--- src/rtl/fm_pkg.sv ---
`timescale 1ns/1ps
package fm_pkg;
  // Shifted period, clamped so the interval is never zero.
  function automatic int unsigned scale_period(input int unsigned period,
                                               input int unsigned sh);
    int unsigned q;
    q = period >> sh;
    return (q == 0) ? 1 : q;
  endfunction

  // Carry out of a width-limited unsigned add.
  function automatic bit add_carries(input longint unsigned a,
                                     input longint unsigned b,
                                     input int unsigned     w);
    longint unsigned s;
    s = a + b;
    return s[w];
  endfunction
endpackage

--- src/rtl/fm_edge_sync.sv ---
`timescale 1ns/1ps
module fm_edge_sync (
  input  logic clk,
  input  logic rst_n,
  input  logic async_in,
  output logic rise
);
  logic meta_q, sync_q, prev_q;

  always_ff @(posedge clk) begin
    if (!rst_n) begin
      meta_q <= 1'b0;
      sync_q <= 1'b0;
      prev_q <= 1'b0;
    end else begin
      meta_q <= async_in;
      sync_q <= meta_q;
      prev_q <= sync_q;
    end
  end

  assign rise = sync_q & ~prev_q;
endmodule

--- src/rtl/fm_period_meter.sv ---
`timescale 1ns/1ps
module fm_period_meter #(
  parameter int CNT_W   = 16,
  parameter int SHIFT_W = 3
) (
  input  logic               clk,
  input  logic               rst_n,
  input  logic               rise,
  input  logic [SHIFT_W-1:0] shift_sel,
  output logic [CNT_W-1:0]   step,
  output logic               running,
  output logic               load,
  output logic               sat_evt
);
  localparam logic [CNT_W-1:0] CNT_MAX = {CNT_W{1'b1}};
  localparam logic [CNT_W-1:0] ONE     = CNT_W'(1);

  logic [CNT_W-1:0] cnt_q;
  logic             armed_q, sat_q;
  logic [CNT_W-1:0] step_d;

  assign step_d  = CNT_W'(fm_pkg::scale_period(32'(cnt_q), 32'(shift_sel)));
  assign load    = rise && armed_q && !sat_q;
  assign sat_evt = !rise && (cnt_q == CNT_MAX);

  always_ff @(posedge clk) begin
    if (!rst_n) begin
      cnt_q   <= '0;
      armed_q <= 1'b0;
      sat_q   <= 1'b0;
      running <= 1'b0;
      step    <= ONE;
    end else if (rise) begin
      cnt_q   <= ONE;
      armed_q <= 1'b1;
      sat_q   <= 1'b0;
      if (load) begin
        step    <= step_d;
        running <= 1'b1;
      end
    end else if (sat_evt) begin
      sat_q   <= 1'b1;
      running <= 1'b0;
    end else begin
      cnt_q <= cnt_q + ONE;
    end
  end
endmodule

--- src/rtl/fm_rate_accum.sv ---
`timescale 1ns/1ps
module fm_rate_accum #(
  parameter int CNT_W = 16
) (
  input  logic             clk,
  input  logic             rst_n,
  input  logic             running,
  input  logic             load,
  input  logic [CNT_W-1:0] step,
  output logic             ovf,
  output logic             pulse,
  output logic             square
);
  localparam logic [CNT_W-1:0] ONE = CNT_W'(1);

  logic [CNT_W-1:0] acc_q;

  assign ovf = running && ((acc_q + ONE) == step);

  always_ff @(posedge clk) begin
    if (!rst_n) begin
      acc_q  <= '0;
      pulse  <= 1'b0;
      square <= 1'b0;
    end else begin
      pulse  <= ovf;
      square <= square ^ ovf;
      if (load || ovf || !running) acc_q <= '0;
      else                         acc_q <= acc_q + ONE;
    end
  end
endmodule

--- src/rtl/fm_frac_divider.sv ---
`timescale 1ns/1ps
module fm_frac_divider #(
  parameter int DIV_W = 20
) (
  input  logic             clk,
  input  logic             rst_n,
  input  logic             advance,
  input  logic [DIV_W-1:0] step,
  output logic             pulse,
  output logic             square
);
  logic [DIV_W-1:0] acc_q;
  logic [DIV_W:0]   sum;
  logic             carry;

  assign sum   = {1'b0, acc_q} + {1'b0, step};
  assign carry = fm_pkg::add_carries(64'(acc_q), 64'(step), DIV_W);

  always_ff @(posedge clk) begin
    if (!rst_n) begin
      acc_q  <= '0;
      pulse  <= 1'b0;
      square <= 1'b0;
    end else if (advance) begin
      acc_q  <= sum[DIV_W-1:0];
      pulse  <= carry;
      square <= square ^ carry;
    end else begin
      pulse <= 1'b0;
    end
  end
endmodule

--- src/rtl/ref_freq_mult.sv ---
`timescale 1ns/1ps
module ref_freq_mult #(
  parameter int CNT_W   = 16,
  parameter int SHIFT_W = 3,
  parameter int DIV_W   = 20,
  parameter bit DIV_EN  = 1'b1
) (
  input  logic               clk,
  input  logic               rst_n,
  input  logic               ref_in,
  input  logic [SHIFT_W-1:0] shift_sel,
  input  logic [DIV_W-1:0]   div_step,
  output logic               mul_pulse,
  output logic               mul_square,
  output logic               div_pulse,
  output logic               div_square
);
  // Internal events, named for the checker.
  logic             ref_rise_w;
  logic             load_w;
  logic             sat_w;
  logic             running_w;
  logic [CNT_W-1:0] step_w;
  logic             mul_ovf_w;

  fm_edge_sync u_sync (
    .clk(clk), .rst_n(rst_n), .async_in(ref_in), .rise(ref_rise_w)
  );

  fm_period_meter #(.CNT_W(CNT_W), .SHIFT_W(SHIFT_W)) u_meter (
    .clk(clk), .rst_n(rst_n), .rise(ref_rise_w), .shift_sel(shift_sel),
    .step(step_w), .running(running_w), .load(load_w), .sat_evt(sat_w)
  );

  fm_rate_accum #(.CNT_W(CNT_W)) u_accum (
    .clk(clk), .rst_n(rst_n), .running(running_w), .load(load_w),
    .step(step_w), .ovf(mul_ovf_w), .pulse(mul_pulse), .square(mul_square)
  );

  generate
    if (DIV_EN) begin : g_div
      fm_frac_divider #(.DIV_W(DIV_W)) u_div (
        .clk(clk), .rst_n(rst_n), .advance(mul_pulse), .step(div_step),
        .pulse(div_pulse), .square(div_square)
      );
    end else begin : g_nodiv
      assign div_pulse  = 1'b0;
      assign div_square = 1'b0;
    end
  endgenerate
endmodule

--- config.mk ---
export PLATFORM = sky130hd
export DESIGN_NAME = ref_freq_mult
export DESIGN_NICKNAME = d
export VERILOG_FILES = /design/src/rtl/fm_pkg.sv /design/src/rtl/fm_edge_sync.sv /design/src/rtl/fm_period_meter.sv /design/src/rtl/fm_rate_accum.sv /design/src/rtl/fm_frac_divider.sv /design/src/rtl/ref_freq_mult.sv
export SDC_FILE = /design/constraint.sdc
export NUM_CORES = 1
export LEC_CHECK = 0
export ABC_AREA = 1
export BUFFER_PORTS_ARGS = -buffer_cell sky130_fd_sc_hd__buf_2
export CAP_MARGIN = 10
export CORE_ASPECT_RATIO = 1.2
export CORE_MARGIN = 1.5
export CORE_UTILIZATION = 30
export CTS_CLUSTER_DIAMETER = 150
export DETAILED_ROUTE_END_ITERATION = 7
export PLACE_DENSITY_LB_ADDON = 0.25
export SLEW_MARGIN = 20
export SYNTH_ARGS = -nofsm -noshare
export SYNTH_HDL_FRONTEND = slang
export SYNTH_HIERARCHICAL = 1
export SYNTH_SLANG_ARGS = --single-unit
--- constraint.sdc ---
create_clock -name clk -period 2.3 [get_ports clk]
set_input_delay 0.23 -clock clk [delete_from_list [all_inputs] [get_ports clk]]
set_output_delay 0.23 -clock clk [all_outputs]
set_load 0.02 [all_outputs]
Word level (Yosys, flattened, before mapping)
Index checks and enable logic that the tools add are counted.
- add/sub/neg operators: 4
- multiply operators: 0
- div/mod/pow operators: 0
- order comparisons: 0
- eq/ne operators: 4
- shift operators: 1
- mux-type cells: 6
- bitwise gates (word level): 5
- reductions and logical operators: 16
- operators by type and width (kind ; number):
    $add 16x1->16 const B ; 2
    $logic_not 32->1 ; 1
    $shr 16x3->32 ; 1
    $add 20x20->21 ; 1
    $add 20x20->20 ; 1
    $eq 16x16->1 ; 1
    $eq 16x16->1 const B ; 1
    $mux 16 ; 1
    $reduce_and 2->1 ; 3
    $mux 1 ; 5
    $logic_and 1x1->1 ; 4
    $ne 2x1->1 const B ; 2
    $reduce_or 2->1 ; 2
    $logic_not 1->1 ; 3
    $logic_or 1x1->1 ; 2
    $not 1->1 ; 2
    $reduce_bool 2->1 ; 1
    $xor 1x1->1 ; 2
    $and 1x1->1 ; 1
- flip-flop bits (word level): 78
- bits in latches: 0
- memory bits (writable): 0
- bits in read-only memories: 0
- input bits: 26
- output and inout port bits: 4
- logic and storage cells: 51
- memories kept: 0

Logic depth before layout (Yosys ltp)
Gate-level depths: netlist of run 1.
- depth in word-level cells: 7
- mapped depth: 15
- mapped depth without buffers: 15

By module
Netlist of run 1, hierarchy kept.
- modules (own cells, without submodules) (module ; instances ; cells an instance ; area an instance (µm²) ; seq. area each (µm²)):
    fm_frac_divider ; 1 ; 366 ; 2115.8 ; 440.4
    fm_period_meter ; 1 ; 322 ; 2083.2 ; 700.7
    fm_rate_accum ; 1 ; 217 ; 1368.8 ; 360.3
    fm_edge_sync ; 1 ; 11 ; 92.6 ; 60.1

Least setup slack after synthesis of run 1
Ideal clock, no wire load.
- kind: reg2reg
- start point: reg u_accum.acc_q[0]
- end point: reg u_accum.acc_q[0]
- arrival time: 1.849 ns
- path slack: 0.331 ns
- cell stages (with the launch flop): 12
- path buffers: 1
- clock period less this slack: 1.969 ns
- path through: dfxtp_1 -> ha_1 -> nand2_1 -> nor2_2 -> nand3_1 -> xor3_1 -> nand3_1 -> nor2_1 -> nand2_2 -> nand2_4 -> buf_12 -> nor2_2
- word-level cells in the longest chain between the ends: 6
- ends and longest elaborated chain (element ; line ; text):
    start: declaration ; fm_rate_accum.sv:16 ; logic [CNT_W-1:0] acc_q;
    start signal: assignment ; fm_rate_accum.sv:29 ; else acc_q <= acc_q + ONE;
    $add 16x1->16 (*) ; fm_rate_accum.sv:18, fm_rate_accum.sv:29 ;
    $eq 16x16->1 ; fm_rate_accum.sv:18 ; assign ovf = running && ((acc_q + ONE) == step);
    $logic_and 1x1->1 ; fm_rate_accum.sv:18 ;
    $logic_or 1x1->1 (2 in a row) ; fm_rate_accum.sv:28 ; if (load || ovf || !running) acc_q <= '0;
    $reduce_or 2->1 (no line) ; n/a ;
Every way passes the cells marked *; elsewhere a longest branch is shown, timed or not.
A chain may end at the register's enable or synchronous reset.

Worst setup path after layout of run 1
- start point: reg u_accum.acc_q[0]
- end point: reg u_accum.acc_q[5]
Same word-level chain as after synthesis.

==> results of run 1 <==
[metrics by stage]
stage | cells | utilization | power [uW]
6_report | 1198 | 0.348 | 3150
5_1_grt | 1198 | 0.348 | 3300
4_1_cts | 1198 | 0.347 | 3200
3_5_place_dp | 1183 | 0.331 | 1680
3_3_place_gp | 1183 | 0.331 | 1690
2_1_floorplan | 915 | - | 1600
[cells in the final DEF (no fill, tap or decap), types with 6 or more instances in the layout]
cell and n:
a21oi_1 45, nand4_1 18, clkbuf_16 9, buf_4 6, nand2_2 8, inv_1 110
xor2_1 12, dfxtp_1 78, inv_2 9, nand2_1 272, ha_1 22, nor2_4 6
o21ai_0 18, nand3_1 124, buf_2 29, nor2_2 24, nand3b_1 6, nor2_1 98
[flip-flops by register name (all words and copies together), names as in the netlist]
register	flops
g_div.u_div/pulse	1
u_sync/meta_q	1
u_sync/prev_q	1
u_accum/square	1
u_accum/acc_q	16
u_accum/pulse	1
u_sync/sync_q	1
g_div.u_div/acc_q	20
u_meter/sat_q	1
u_meter/step	16
g_div.u_div/square	1
u_meter/running	1
u_meter/armed_q	1
u_meter/cnt_q	16
[layout make-up]
class                           count  area, sq um
Inverter                          122          463
Fill cell                        2041        11900
Timing Repair Buffer               35          190
Tap cell                          252          315
Sequential cell                    78         1560
Multi-Input combinational cell    696         3530
Clock buffer                       11          253
Clock inverter                      4         55.1
[repair_timing]
item | CTS | global route
endpoints found under the setup margin | 0 | 16
gates resized for setup | 0 | 2
setup buffers | 0 | 0
[power breakdown]
group | internal [uW] | total (uW) | switching, uW
registers | 1360 | 1370 | 11.0
clock network | 900 | 1500 | 601
logic | 93.9 | 280 | 186
total | 2360 | 3150 | 798
[final timing paths]
check	startpoint	end	cells after the start
max	u_accum/acc_q[0]$_SDFF_PP0_	u_accum/acc_q[5]$_SDFF_PP0_	12
min	ref_in	u_sync/meta_q$_SDFF_PN0_	3
max reg2reg	u_accum/acc_q[0]$_SDFF_PP0_	u_accum/acc_q[5]$_SDFF_PP0_	12
min reg2reg	u_sync/meta_q$_SDFF_PN0_	u_sync/sync_q$_SDFF_PN0_	2
[layer usage]
metal,track usage,vias up
met2,0.256,75
met3,0.0263,17
met4,0.0615,0
li1,-,2988
met5,0,-
met1,0.211,2461
[worst reg2reg max path, stage by stage (launching register included)]
cell and delay (ns):
dfxtp_1 0.37, ha_1 0.23, nand3_1 0.19, nor2_2 0.19, nand3_1 0.11, nand2_1 0.11
nand3_1 0.07, nand2_1 0.10, nand3_1 0.08, nor2_1 0.15, nand2_2 0.13, nand2_8 0.17
a21oi_1 0.06
==> results by group, run 1 <==
Run status
  • Status: finished clean

Place
  • Port buffer count: 29
  • Placed Area: 6050 sq um
  • DP Worst Slack: roughly 0.15 ns
  • Detailed placement HPWL: roughly 11000 microns
  • Routability cong.: 0.842

CTS
  • Clock buffer count from CTS: 9
  • Clk_lat worst skew: roughly 0.35 ns
  • CTS tree: done
  • CTS Sinks: between 70 and 80
  • Clock tree buffer depth: 2
  • Clk slew on worst S/H paths: roughly 0.060 ns
  • Hold Buf Count CTS: 0
  • H-tree depth: 3
  • Root Driver: clkbuf_16

Critical path
  • Crit path max fanout: 16
  • Critical path class: reg2reg
  • Critical path endpoint category: register
  • WP data arrival: ~2.3 ns
  • CP startpoint kind: register
  • CP bufs+invs: 0
  • Reg2reg setup slack: about 0.22 ns
  • Top cell by count, worst path: nand3_1
  • Critical Path Max Stage Delay: between 0.3 and 0.4 ns
  • Worst EP required: around 2.5 ns
  • CP max stage cell: dfxtp_1
  • Crit-path cells: ha_1 > nand3_1 > nor2_2 > nand3_1 > nand2_1 > nand3_1 > nand2_1 > nand3_1 > nor2_1 > nand2_2 > nand2_8 > a21oi_1
  • CP delay by family, top: simple AND/OR/NAND/NOR gates

Timing
  • RSZ-0062 raised after global routing: no
  • Period Utilization, post-route: 0.905
  • Final number of hold-violating endpoints: 0
  • Final worst slack: 0.219 ns
  • Hold WS: between 0.07 and 0.08 ns
  • Max Freq: 0.481 GHz
  • Worst Clk Skew: between 0.01 and 0.015 ns
  • Setup violators final: 0
  • Actual slew at the worst max-slew pin: 0.716 ns
  • Relative slew slack: 0.519
  • Min cycle time layout: ~2.1 ns
  • Setup TNS: 0 ns
  • Final Max Slew Viols: 0

Logic synthesis
  • Post-Syn Area: between 5000 and 6000 sq um
  • Synthesized Nets: 964
  • Gate Count Post-Synth: 915
  • Yosys warning total: 6
  • Average size of a mapped cell: 6.18 sq um

Floorplan
  • Die Ht: ~150 microns
  • Die outline width: 128 microns
  • Die ar.: a little under 20000 sq um
  • Core area: approximately 18000 sq um
  • Starting Density: 0.309
  • I/O pin count: 30
  • Site Rows: 54

Power and ir drop
  • Max VDD drop: between 0.3 and 0.4 mV
  • Leak: approximately 0.0030 uW
  • Power Density: around 500 nW/um^2

GRT
  • Vias in the first global route: 5147
  • First-pass GRT wire length: between 20000 and 30000 microns
  • Antenna violations before repair: 0
  • Grt total ovfl: 0
  • Largest net degree at the start of global routing: 33
  • Overall routing resource usage: 0.159

Finish
  • NumNets Final: 991
  • Post-route cell area: around 6400 sq um
  • Share of layout cells above drive strength 1: 0.123
  • # diodes: 0
  • Area Growth Syn to Fin: 12.7%

Detailed routing
  • DR DRC count: 0
  • Via count: approximately 5.5k
  • Final ANT Viol Nets: 0
  • Met3 WL: 474 microns
  • Final Routed Wirelength: 14800 microns
  • Highest metal used: met4
  • WL met2: ~6800 microns
  • DR iter-0 viols: 277
  • Drt first pass iters: 6
  • M1 WL: 7100 microns
  • Routed len/inst: between 10 and 15 microns
  • Post-DR vias/cell: about 4.6

Run
  • Maxcap violations: 0

Hold path
  • Min-delay worst type: in2reg
Note: power is estimated with default switching activity, not from simulation.
==> run 2: changes to the inputs <==
Settings changed: CORE_MARGIN 1.5 to default.
==> run 2 against run 1 <==
Via count is 0.81% lower. Core utilization is 0.12 points higher. Sequential power about the same. Highest routed layer unchanged. Clock-buffer cell count fell by 1. Largest cell class unchanged. Clock skew down 0.0014 ns.
==> results by group, run 2 (synthesized netlist as in run 1, its figures left out) <==
Run status
  • Status: finished clean

CTS
  • Clock tree buffer depth: 2 (unchanged)
  • Clock buffer count from CTS: 9 (unchanged)
  • Buffer count from post-CTS setup fixing: 0 (unchanged)
  • CTS tree: done
  • Clk_lat worst skew: 0.35 ns (about the same)
  • PostCTS Resize Cnt: 0 (unchanged)
  • Root Driver: clkbuf_16
  • Hold Buf Count CTS: 0 (unchanged)
  • Clk slew on worst S/H paths: 0.06 ns (about the same)
  • H-tree depth: 3 (unchanged)
  • CTS Sinks: 78 (unchanged)

Finish
  • Area Growth Syn to Fin: 13.0%
  • Fill count: 2068 (+1.3%)
  • Leading cell type in the layout, fill and taps excluded: nand2_1
  • Non-Filler Instances: 1199 (+0.083%)
  • Number of flip-flops in the largest register: 20 (unchanged)
  • Share of layout cells above drive strength 1: 0.124 (+0.000926)
  • NumNets Final: 991 (unchanged)
  • Most frequent cells in the layout: nand2_1 (271), nand3_1 (124), inv_1 (110), nor2_1 (98), dfxtp_1 (78)
  • Top reg by flops: g_div.u_div/acc_q
  • # diodes: 0 (unchanged)
  • Post-route cell area: 6390 sq um (+0.33%)

Timing
  • Final Max Slew Viols: 0 (unchanged)
  • Min cycle time layout: 2.07 ns (-0.00655 ns)
  • Worst Clk Skew: 0.0110 ns (-0.00137 ns)
  • Setup violators final: 0 (unchanged)
  • Final number of hold-violating endpoints: 0 (unchanged)
  • Period Utilization, post-route: 0.902 (-0.00285)
  • Actual slew at the worst max-slew pin: 0.777 ns (+0.0602 ns)
  • Max Freq: 0.482 GHz (+0.32%)
  • Relative slew slack: 0.478 (-0.0404)
  • Final worst slack: 0.225 ns (+0.00655 ns)

Critical path
  • Worst Setup SP: u_accum/acc_q[0]$_SDFF_PP0_
  • FF-to-FF End: u_accum/acc_q[4]$_SDFF_PP0_
  • Reg2reg path depth: 12 (unchanged)
  • Worst EP required: 2.53 ns (about the same)
  • Reg2reg setup slack: 0.23 ns (about the same)
  • Critical path class: reg2reg
  • RR Startpoint: u_accum/acc_q[0]$_SDFF_PP0_
  • Crit path max fanout: 16 (unchanged)
  • WP data arrival: 2.30 ns (about the same)
  • CP startpoint kind: register
  • Critical path endpoint category: register
  • Critical path capture point: u_accum/acc_q[4]$_SDFF_PP0_

Power and ir drop
  • Leak: 0.00296 uW (about the same)
  • Logic gate share of total power: 0.087 (-0.002)
  • Max VDD drop: 0.307 mV (-15%)
  • Clock share of power: 0.487 (+0.011)
  • Sw Ratio: 0.250 (-0.00252)
  • Sequential share of power: 0.426 (-0.009)
  • P_int: 2420 uW (+2.5%)
  • Power Density: 504 nW/um^2 (+1.8%)
  • NetSw: 807 uW (+1.1%)

Place
  • Placed cells: 1183 (unchanged)
  • Detailed placement HPWL: 11200 microns (-0.33%)
  • Placed Area: 6050 sq um (unchanged)
  • Routability cong.: 0.853 (+1.3%)
  • Port buffer count: 29 (unchanged)
  • DP Worst Slack: 0.149 ns (+0.00125 ns)

Detailed routing
  • Drt first pass iters: 5 (-1)
  • DR DRC count: 0 (unchanged)
  • Final ANT Viol Nets: 0 (unchanged)
  • Via count: 5496 (-0.81%)
  • Final Routed Wirelength: 14700 microns (-0.41%)
  • DR iter-0 viols: 240 (-13%)
  • Post-DR vias/cell: 4.58 (-0.89%)
  • Routed len/inst: 12.3 microns (-0.50%)

GRT
  • Vias in the first global route: 5129 (-0.35%)
  • Antenna violations before repair: 0 (unchanged)
  • First-pass GRT wire length: 24700 microns (-1.3%)
  • Largest net degree at the start of global routing: 34 (+3.0%)
  • Grt total ovfl: 0 (unchanged)
  • Overall routing resource usage: 0.158 (-0.000191)

Floorplan
  • Starting Density: 0.309 (unchanged)
  • Die Ht: 152 microns (-0.65%)
  • Site Rows: 54 (unchanged)
  • Core area: 18300 sq um (unchanged)
  • I/O pin count: 30 (unchanged)
  • Die ar.: 19400 sq um (-1.4%)
  • Die outline width: 127 microns (-0.78%)

Hold path
  • Min-delay worst type: in2reg

Run
  • Maxcap violations: 0 (unchanged)
run 2: final cells by class:
| type | count | area, sq um | share of cell area |
|---|---|---|---|
| Multi-Input combinational cell | 696 | 3540 | 0.554 |
| Inverter | 122 | 463 | 0.0724 |
| Tap cell | 252 | 315 | 0.0493 |
| Sequential cell | 78 | 1560 | 0.244 |
| Timing Repair Buffer | 35 | 190 | 0.0297 |
| Clock buffer | 10 | 229 | 0.0358 |
| Clock inverter | 6 | 92.6 | 0.0145 |
run 2: power by group through the flow:
stage | clock network (uW) | logic [uW] | registers [uW]
after CTS | 1620 | 282 | 1370
after global placement | 0 | 282 | 1400
after detailed placement | 0 | 280 | 1400
after global routing | 1680 | 321 | 1370
after floorplan | 0 | 202 | 1400
final | 1570 | 280 | 1370
run 2: worst max-delay path, stage by stage (launching register included):
cell and delay (ns):
dfxtp_1 0.37, ha_1 0.24, nand3_1 0.18, nor2_2 0.18
nand3_1 0.11, nand2_1 0.11, nand3_1 0.07, nand2_1 0.09
nand3_1 0.07, nor2_1 0.16, nand2_2 0.13, nand2_8 0.17
a21oi_1 0.06
run 2: metrics by stage:
stage | power (uW) | setup TNS (ns) | util | hold slack [ns]
floorplan | 1600 | 0 | - | 0.323
CTS | 3270 | 0 | 0.348 | 0.0664
finish | 3220 | 0 | 0.349 | 0.0767
global route | 3370 | -0.00216 | 0.349 | 0.0777
global placement | 1690 | 0 | 0.331 | 0.403
detailed placement | 1680 | 0 | 0.331 | 0.402
run 2: metal layers:
metal | share of wire | global-route usage
met1 | 0.49 | 0.206
met2 | 0.47 | 0.261
met3 | 0.022 | 0.0204
met4 | 0.025 | 0.0692
met5 | 0 | 0
run 2: worst min-delay path by stage:
stage	startpoint	depth (start not counted)	end
after global routing	ref_in	3	u_sync/meta_q$_SDFF_PN0_
after floorplan	rst_n	2	u_sync/meta_q$_SDFF_PN0_
after detailed placement	u_sync/meta_q$_SDFF_PN0_	2	u_sync/sync_q$_SDFF_PN0_
final	ref_in	3	u_sync/meta_q$_SDFF_PN0_
after global placement	u_sync/meta_q$_SDFF_PN0_	2	u_sync/sync_q$_SDFF_PN0_
after CTS	ref_in	3	u_sync/meta_q$_SDFF_PN0_
